File: src/rtl/zt_pkg.sv
package zt_pkg;
  localparam int BURST_LEN = 4;
  localparam int BURST_W   = $clog2(BURST_LEN);

  // Low address bits of burst beat cnt from base, linear or interleaved.
  function automatic logic [BURST_W-1:0] burst_low(
    input logic [BURST_W-1:0] base,
    input logic [BURST_W-1:0] cnt,
    input logic               lin
  );
    return lin ? (base + cnt) : (base ^ cnt);
  endfunction
endpackage

File: src/rtl/zt_cmd.sv
module zt_cmd
  import zt_pkg::*;
#(
  parameter int ADDR_W = 8,
  parameter int LANES  = 2
) (
  input  logic              clk,
  input  logic              rst,
  input  logic              cke_n,
  input  logic              sleep,
  input  logic              rw,
  input  logic              ce_all,
  input  logic              adv,
  input  logic              burst_lin,
  input  logic [ADDR_W-1:0] addr,
  input  logic [LANES-1:0]  lane_we_n,
  output logic              op_valid,
  output logic              op_rd,
  output logic [ADDR_W-1:0] op_addr,
  output logic [LANES-1:0]  op_we_n
);
  logic              valid_q, rd_q, lin_q, burst_on_q;
  logic [ADDR_W-1:0] base_q;
  logic [BURST_W-1:0] cnt_q;
  logic [LANES-1:0]  we_q;

  always_ff @(posedge clk) begin
    if (rst) begin
      valid_q    <= 1'b0;
      burst_on_q <= 1'b0;
      rd_q       <= 1'b1;
      lin_q      <= 1'b1;
      base_q     <= '0;
      cnt_q      <= '0;
      we_q       <= '1;
    end else if (!cke_n) begin
      if (sleep) begin
        valid_q    <= 1'b0;
        burst_on_q <= 1'b0;
      end else if (!adv) begin
        if (ce_all) begin
          valid_q    <= 1'b1;
          burst_on_q <= 1'b1;
          rd_q       <= rw;
          lin_q      <= burst_lin;
          base_q     <= addr;
          cnt_q      <= '0;
          we_q       <= lane_we_n;
        end else begin
          valid_q    <= 1'b0;
          burst_on_q <= 1'b0;
        end
      end else if (burst_on_q) begin
        valid_q <= 1'b1;
        cnt_q   <= cnt_q + 1'b1;
        we_q    <= lane_we_n;
      end else begin
        valid_q <= 1'b0;
      end
    end
  end

  assign op_valid = valid_q;
  assign op_rd    = rd_q;
  assign op_we_n  = we_q;
  assign op_addr  = {base_q[ADDR_W-1:BURST_W], burst_low(base_q[BURST_W-1:0], cnt_q, lin_q)};

  // a disabled clock edge changes nothing
  p_hold_r7: assert property (@(posedge clk) disable iff (rst)
    cke_n |=> ($stable(op_addr) && $stable(op_valid) && $stable(op_rd) && $stable(op_we_n)));

  // load with a chip select inactive starts nothing
  p_desel_r5: assert property (@(posedge clk) disable iff (rst)
    (!cke_n && !sleep && !adv && !ce_all) |=> !op_valid);

  // accepted load presents the sampled address
  p_load_r2: assert property (@(posedge clk) disable iff (rst)
    (!cke_n && !sleep && !adv && ce_all) |=> (op_valid && op_addr == $past(addr)));

  // an advance keeps the upper address bits and the access type
  p_step_r6: assert property (@(posedge clk) disable iff (rst)
    (!cke_n && !sleep && adv && burst_on_q) |=>
      (op_valid && $stable(op_rd) && $stable(op_addr[ADDR_W-1:BURST_W])));

  // advance with no burst active starts nothing
  p_noburst_r11: assert property (@(posedge clk) disable iff (rst)
    (!cke_n && adv && !burst_on_q) |=> !op_valid);
endmodule

File: src/rtl/zt_array.sv
module zt_array #(
  parameter int ADDR_W = 8,
  parameter int LANES  = 2,
  parameter int LANE_W = 9
) (
  input  logic                    clk,
  input  logic                    wr,
  input  logic [LANES-1:0]        lane_en,
  input  logic [ADDR_W-1:0]       addr,
  input  logic [LANES*LANE_W-1:0] wdata,
  output logic [LANES*LANE_W-1:0] rdata
);
  localparam int DEPTH = 1 << ADDR_W;

  for (genvar g = 0; g < LANES; g++) begin : g_lane
    logic [LANE_W-1:0] mem [DEPTH];

    always_ff @(posedge clk) begin
      if (wr && lane_en[g])
        mem[addr] <= wdata[g*LANE_W +: LANE_W];
    end

    assign rdata[g*LANE_W +: LANE_W] = mem[addr];
  end
endmodule

File: src/rtl/zt_sram.sv
module zt_sram #(
  parameter int ADDR_W = 8,
  parameter int LANES  = 2,
  parameter int LANE_W = 9,
  localparam int DW    = LANES * LANE_W
) (
  input  logic              clk,
  input  logic              rst,
  input  logic              cke_n,
  input  logic              rw,
  input  logic              sel1_n,
  input  logic              sel2,
  input  logic              sel3_n,
  input  logic              adv,
  input  logic              burst_lin,
  input  logic [ADDR_W-1:0] addr,
  input  logic [LANES-1:0]  lane_we_n,
  input  logic              oe_n,
  input  logic              sleep,
  input  logic [DW-1:0]     din,
  output logic [DW-1:0]     dout,
  output logic              dout_en
);
  logic              ce_all;
  logic              op_valid, op_rd;
  logic [ADDR_W-1:0] op_addr;
  logic [LANES-1:0]  op_we_n;
  logic              wr_now;

  assign ce_all = !sel1_n && sel2 && !sel3_n;

  zt_cmd #(.ADDR_W(ADDR_W), .LANES(LANES)) u_cmd (
    .clk(clk), .rst(rst), .cke_n(cke_n), .sleep(sleep), .rw(rw),
    .ce_all(ce_all), .adv(adv), .burst_lin(burst_lin), .addr(addr),
    .lane_we_n(lane_we_n), .op_valid(op_valid), .op_rd(op_rd),
    .op_addr(op_addr), .op_we_n(op_we_n)
  );

  assign wr_now = op_valid && !op_rd && !cke_n;

  zt_array #(.ADDR_W(ADDR_W), .LANES(LANES), .LANE_W(LANE_W)) u_array (
    .clk(clk), .wr(wr_now), .lane_en(~op_we_n), .addr(op_addr),
    .wdata(din), .rdata(dout)
  );

  assign dout_en = op_valid && op_rd && !oe_n && !sleep;

  // output enable high floats the bus
  p_oe_off_r8: assert property (@(posedge clk) disable iff (rst) oe_n |-> !dout_en);

  // sleep floats the bus
  p_sleep_off_r9: assert property (@(posedge clk) disable iff (rst) sleep |-> !dout_en);

  // no drive in a write data cycle
  p_wr_quiet_r10: assert property (@(posedge clk) disable iff (rst)
    (op_valid && !op_rd) |-> !dout_en);

  // right after reset nothing drives
  p_rst_quiet_r1: assert property (@(posedge clk) $past(rst) |-> !dout_en);
endmodule

File: config.mk
export PLATFORM = sky130hd
export DESIGN_NAME = zt_sram
export DESIGN_NICKNAME = d
export VERILOG_FILES = /design/src/rtl/zt_pkg.sv /design/src/rtl/zt_cmd.sv /design/src/rtl/zt_array.sv /design/src/rtl/zt_sram.sv
export SDC_FILE = /design/constraint.sdc
export NUM_CORES = 2
export LEC_CHECK = 0
export BUFFER_PORTS_ARGS = -buffer_cell sky130_fd_sc_hd__buf_2
export CORE_AREA = 2 2 800 802
export DETAILED_ROUTE_END_ITERATION = 8
export DIE_AREA = 0 0 802 804
export GPL_ROUTABILITY_DRIVEN = 1
export REMOVE_ABC_BUFFERS = 1
export SLEW_MARGIN = 25
export SYNTH_ARGS = -nofsm -noshare
export SYNTH_HDL_FRONTEND = slang
export SYNTH_MEMORY_MAX_BITS = 65536
export SYNTH_SLANG_ARGS = --single-unit
File: constraint.sdc
create_clock -name clk -period 3.91 [get_ports clk]
set_input_delay 0.9775 -clock clk [delete_from_list [all_inputs] [get_ports clk]]
set_output_delay 0.9775 -clock clk [all_outputs]
set_load 0.1 [all_outputs]
After elaboration in Yosys (flattened, before gate mapping)

Memory sizes are Yosys's and may differ from the RTL's.
Index checks and enable logic that the tools add are counted.
W data, S select, Z words.

$add $sub $neg: 2
Multipliers: 0
Div/mod/pow operators: 0
$lt $le $gt $ge: 0
Equality and inequality tests: 2
Shift-type cells: 0
Muxes and demuxes: 17
Bitwise operators: 5
Reduce and logical (&&, ||, !) cells: 19

Operators by type and width:

| kind                  | number |
|---|---|
| $mux W2               | 7 |
| $mux W1               | 10 |
| $logic_and A1 B1 Y1   | 9 |
| $reduce_and A4 Y1     | 2 |
| $logic_not A1 Y1      | 6 |
| $ne A2 B1 Y1 const B  | 2 |
| $not A1 Y1            | 3 |
| $add A2 B1 Y2 const B | 1 |
| $add A2 B2 Y2         | 1 |
| $not A2 Y2            | 1 |
| $reduce_and A2 Y1     | 1 |
| $reduce_bool A2 Y1    | 1 |
| $xor A2 B2 Y2         | 1 |

Bits in registers: 16
Latch bits: 0
RAM bits: 4608
ROM bits: 0
Bits of input ports: 39
Output and inout port bits: 19
Logic and storage cells: 54
Memories: 2

Memories:

| memory                | depth | width | read ports | clocked after Yosys merged registers in | wr ports | line           | source |
|---|---|---|---|---|---|---|---|
| u_array.g_lane[0].mem | 256   | 9     | 1          | 0                                       | 1        | zt_array.sv:16 | `logic [LANE_W-1:0] mem [DEPTH];` |
| u_array.g_lane[1].mem | 256   | 9     | 1          | 0                                       | 1        | zt_array.sv:16 |  |

Logic depth before layout (Yosys ltp)

Depth after elaboration: 6
Mapped depth: 16
Gate-level depth less buffers: 9

By module

Synthesis repeated with hierarchy kept, for this count alone.

Cells, all modules: 7901
Area total of the unflattened synthesis: 176031.3 µm²

Modules (own cells, without submodules):

| module   | instances | cells each | area an instance (µm²) | sequential area each (µm²) |
|---|---|---|---|---|
| zt_array | 1         | 7811       | 175258.1               | 138372.7 |
| zt_cmd   | 1         | 85         | 738.2                  | 320.3 |
| zt_sram  | 1         | 5          | 35.0                   | 0.0 |

Worst setup path after synthesis

OpenSTA, ideal clock, no wires.

Path kind: register -> output
Start point: register u_cmd.cnt_q[0]
End point: output port dout[0]
Arrival: 5.838 ns
Data required time: 2.933 ns
Setup slack: -2.906 ns
Cell stages (with the launch flop): 15
Path buffers: 5
Path through: dfxtp_1 -> ha_1 -> buf_2 -> and2_1 -> buf_2 -> xnor2_4 -> buf_2 -> buf_2 -> buf_1 -> nand2_1 -> nand3_1 -> nand4_1 -> nor4_1 -> a221oi_1 -> a2111oi_1

Longest elaborated chain between the ends: 3
Elaborated cells between the ends (all ways): 4
Those cells by class: add/sub: 1; mux: 1; bitwise: 1; memory: 1

RTL lines:

| what                                                  | line          | source |
|---|---|---|
| start, declared                                       | zt_cmd.sv:24  | `logic [BURST_W-1:0] cnt_q;` |
| start signal, assigned                                | zt_cmd.sv:55  | `cnt_q <= cnt_q + 1'b1;` |
| $add A2 B2 Y2 / $xor A2 B2 Y2 (equally long branches) | zt_pkg.sv:11  | `return lin ? (base + cnt) : (base ^ cnt);` |
| $mux W2 *                                             | zt_pkg.sv:11  |  |
| $mem_v2 Z256 W9 *                                     | --            |  |
| end, declared                                         | zt_sram.sv:21 | `output logic [DW-1:0] dout,` |

Every way passes the cells marked *; elsewhere a longest branch is shown, timed or not.

Final worst setup path

Start point: register u_cmd.cnt_q[0]
End point: output port dout[2]

Same word-level chain as after synthesis.

==> run summary <==
Status -> finished, violations left
Failing checks -> setup timing
Avg Cell Area, Syn -> 14.73 um^2
Family with the most delay on the worst path -> buffers and inverters
Total Power -> 101.0 mW
Seq. cell area -> 0.1387 mm^2
Worst-path cell chain -> ha_4 -> and2_4 -> xnor2_4 -> buf_12 -> buf_16 -> buf_12 -> buf_16 -> buf_6 -> o221ai_1 -> o21ai_1 -> nand4_1 -> nor4_2 -> buf_4 -> a221oi_4 -> a2111oi_4 -> buf_12
Max Buffers Root-to-Sink -> 4
Critical Path Max Stage Delay -> 0.71 ns
GRT overflow -> 0
Die Y -> 804 um
Drt wl/cell -> 24.91 um
Buf+Inv Stages, Crit Path -> 7
Final #Nets -> 14,260
Worst setup SP type -> register
Crit path from -> u_cmd.cnt_q[0]
Min setup slack post-route -> -1.886 ns
RSZ-0062 raised after global routing -> yes
Total Wirelength -> 573.8 mm
Fin cells -> 23,030
CP arrival -> 4.82 ns
DP Cell Count -> 21,930
Vias in the first global route -> 113,300
Maximum clock rate -> 0.1725 GHz
Hold Crit Start -> rw
Final Max Slew Viols -> 0
Cell leakage power -> 74.55 nW
Top Ports -> 58
Top_reg_cell synth -> edfxtp_1
Die area -> 0.6448 mm^2
RePlAce Congestion -> 0.8761
Fill count -> 59,590
Worst reg2reg path startpoint -> u_cmd.cnt_q[0]
Synthesized area -> 0.1839 mm^2
Largest net degree at the start of global routing -> 115
Post-DP HPWL -> 355.2 mm
First-pass GRT wire length -> 810.3 mm
CP required -> 2.93 ns
CTS root buffer -> clkbuf_16
Clock buffer count from CTS -> 468
CP Capture Type -> output port
Max-cap violations -> 0
Multi-input gate area -> 0.04447 mm^2
Initial Util -> 28.93%
Relative slew slack -> 31.91%
Clk_skew -> 0.05360 ns
Fin. Hold Viols -> 0
Synth-to-layout area growth -> 25.24%
PD cells -> 438.5 mW/mm^2
Fin crit period -> 5.796 ns
Mapped Cells -> 12,490
Min-delay worst type -> primary input to register
Cell mode on critical path -> buf_12
Tcrit/Tclk final -> 148.2%
CORE AREA -> 0.6357 mm^2
Slew @ Worst Pin -> 1.018 ns
DR DRC count -> 0
Clk sinks -> 4,624
TritonCTS clock tree -> done
Chip width -> 802 um
Initial antenna violation count -> 22
Clock slew at reported path FFs -> 0.06 ns
FF+latch count, synth -> 4,624
Share of cells above drive strength 1 -> 23.99%
DR pass1 iterations -> 6
Vias per cell -> 5.155
Finish-stage setup viols -> 18
Setup Crit Path Kind -> register to output port
All-Layer GR Usage -> 16.80%
Slowest cell on crit path -> a2111oi_4
Number of synthesized flops with an enable pin -> 4,608
Crit Path Max Fanout -> 10
# port buffers -> 57
Worst skew pair latency -> 1.06 ns
Place WS -> -1.751 ns
DRT iter0 DRCs -> 15,350
Library cells used by synthesis -> 62
H-tree depth -> 5
FP Rows -> 293
Final ANT Viol Nets -> 0
Vias -> 118,700
Sequential area share after synthesis -> 75.42%
Post-synth ARST share -> 0%
Worst VDD drop -> 0.4062 mV
Synth Warn # -> 0
report_power, final:
part / total [mW] / internal [mW] / switching, mW
clock network: 44.4 / 25.2 / 19.3
registers: 54.5 / 54.5 / 0.00211
logic: 2.04 / 0.521 / 1.52
metal layers:
metal | up-vias | wire length (um) | global-route usage, %
li1 | 51640 | - | -
met5 | - | 0 | 0
met3 | 919 | 48260 | 2.486
met2 | 5848 | 271200 | 27.52
met1 | 60310 | 232800 | 22.84
met4 | 0 | 21560 | 5.813
registers in the layout (all words and copies together), names as in the netlist:
register,flops
u_cmd.lin_q,1
u_cmd.op_we_n,2
u_array.g_lane.mem,4608
u_cmd.cnt_q,2
u_cmd.op_rd,1
u_cmd.burst_on_q,1
u_cmd.base_q,8
u_cmd.op_valid,1
per-stage QoR:
step / cell area [um^2] / TNS [ns] / util, % / hold slack [ns]
floorplan: 180200 / - / - / 0.4272
global placement: 208700 / -23.65 / 32.83 / 0.4374
detailed placement: 208700 / -22.99 / 32.83 / 0.4457
CTS: 227500 / -33.11 / 35.78 / 0.1094
global route: 230300 / -33.46 / 36.23 / 0.2047
finish: 230300 / -31.96 / 36.23 / 0.1873
path summary, 6_finish.rpt:
| kind | endpoint | slack (ns) | cells after the start |
|---|---|---|---|
| setup / recovery | dout[2] | -1.89 | 16 |
| hold / removal | u_cmd.op_rd | 0.19 | 3 |
| setup reg to reg | u_array.g_lane[0].mem[184][8] | 0.29 | 14 |
| hold reg to reg | u_cmd.op_we_n[1] | 0.46 | 1 |
tightest hold or removal path: stages:
cell and delay, ns:
buf_2 0.08, nand2_1 0.04, nand3b_1 0.07
placed cells by master (no fill, tap or decap), types with 24 or more instances in the layout:
cell | Yosys | routed
nand2_1 | 2570 | 2546
clkinv_1 | 3 | 138
nor2_1 | 623 | 600
nand4_1 | 235 | 235
nand3_1 | 1037 | 1000
edfxtp_1 | 4608 | 4608
a211oi_1 | 86 | 55
a31oi_1 | 75 | 68
buf_16 | 0 | 42
buf_8 | 0 | 37
buf_4 | 23 | 1636
nand3_2 | 0 | 31
nor3_1 | 101 | 93
a221oi_1 | 87 | 47
a221oi_2 | 0 | 30
a32oi_1 | 53 | 46
o221ai_1 | 313 | 291
mux2_2 | 122 | 118
clkinv_2 | 0 | 78
mux2i_1 | 455 | 446
o211ai_1 | 24 | 24
clkbuf_16 | 0 | 499
o21ai_0 | 139 | 121
mux4_2 | 194 | 194
buf_12 | 0 | 263
a22oi_1 | 95 | 82
a21oi_1 | 232 | 199
buf_6 | 1 | 106
o22ai_1 | 93 | 88
a21oi_2 | 0 | 28
bufinv_16 | 0 | 45
clkbuf_1 | 554 | 101
o21ai_1 | 13 | 26
a41oi_1 | 105 | 87
timing repair:
action / in CTS / in global routing
gates cloned: 31 / 26
endpoints found under the setup margin: 18 / 18
gates resized for setup: 398 / 312
pin swaps: 95 / 159
hold buffers: 0 / 0
setup buffers: 76 / 123
synth_stat cells, drive strengths merged, types with 17 or more instances:
cell	instances	area, um^2
nand4	235	1470
buf	325	1588
mux2	122	1374
a41oi	105	919.6
a22oi	95	713.2
and3	21	131.4
a211o	19	166.4
nor2b	28	175.2
o221ai	313	2741
a221o	17	170.2
mux2i	455	4554
o22ai	93	581.8
mux4	194	4369
nor4	56	350.3
a2111oi	18	230.2
a211oi	86	645.6
o31ai	21	157.7
o221a	17	191.4
a21oi	232	1161
nand2	2570	9647
o211ai	24	180.2
a221oi	87	762.0
o22a	18	157.7
o21ai	152	760.7
nor4b	19	166.4
a21boi	17	127.6
a22o	17	148.9
o32ai	17	148.9
a31oi	75	469.2
a32oi	53	464.2
nor2	623	2338
clkbuf	554	2079
edfxtp	4608	138400
nor3	101	505.5
nand3	1037	5190
cell type report:
cell class / instances / area share (%)
Antenna cell: 7 / 0.007606
Multi-Input combinational cell: 6978 / 19.31
Sequential cell: 4624 / 60.23
Timing Repair Buffer: 2141 / 9.353
Clock buffer: 576 / 5.321
Tap cell: 8407 / 4.567
Clock inverter: 293 / 1.197
Inverter: 4 / 0.01195
cell families after synthesis:
family                   count (synthesis)  synth area share (%)
AND/OR/NAND/NOR                       4720                 10.98
flip-flops                            4624                 75.42
AO/OA/AOI/OAI                         1482                 5.956
buffers and inverters                  883                 2.003
multiplexers                           771                 5.600
XOR/XNOR                                 4               0.03335
adder cells (fa/ha/maj)                  1              0.006803
(Power assumes the default switching activity.)
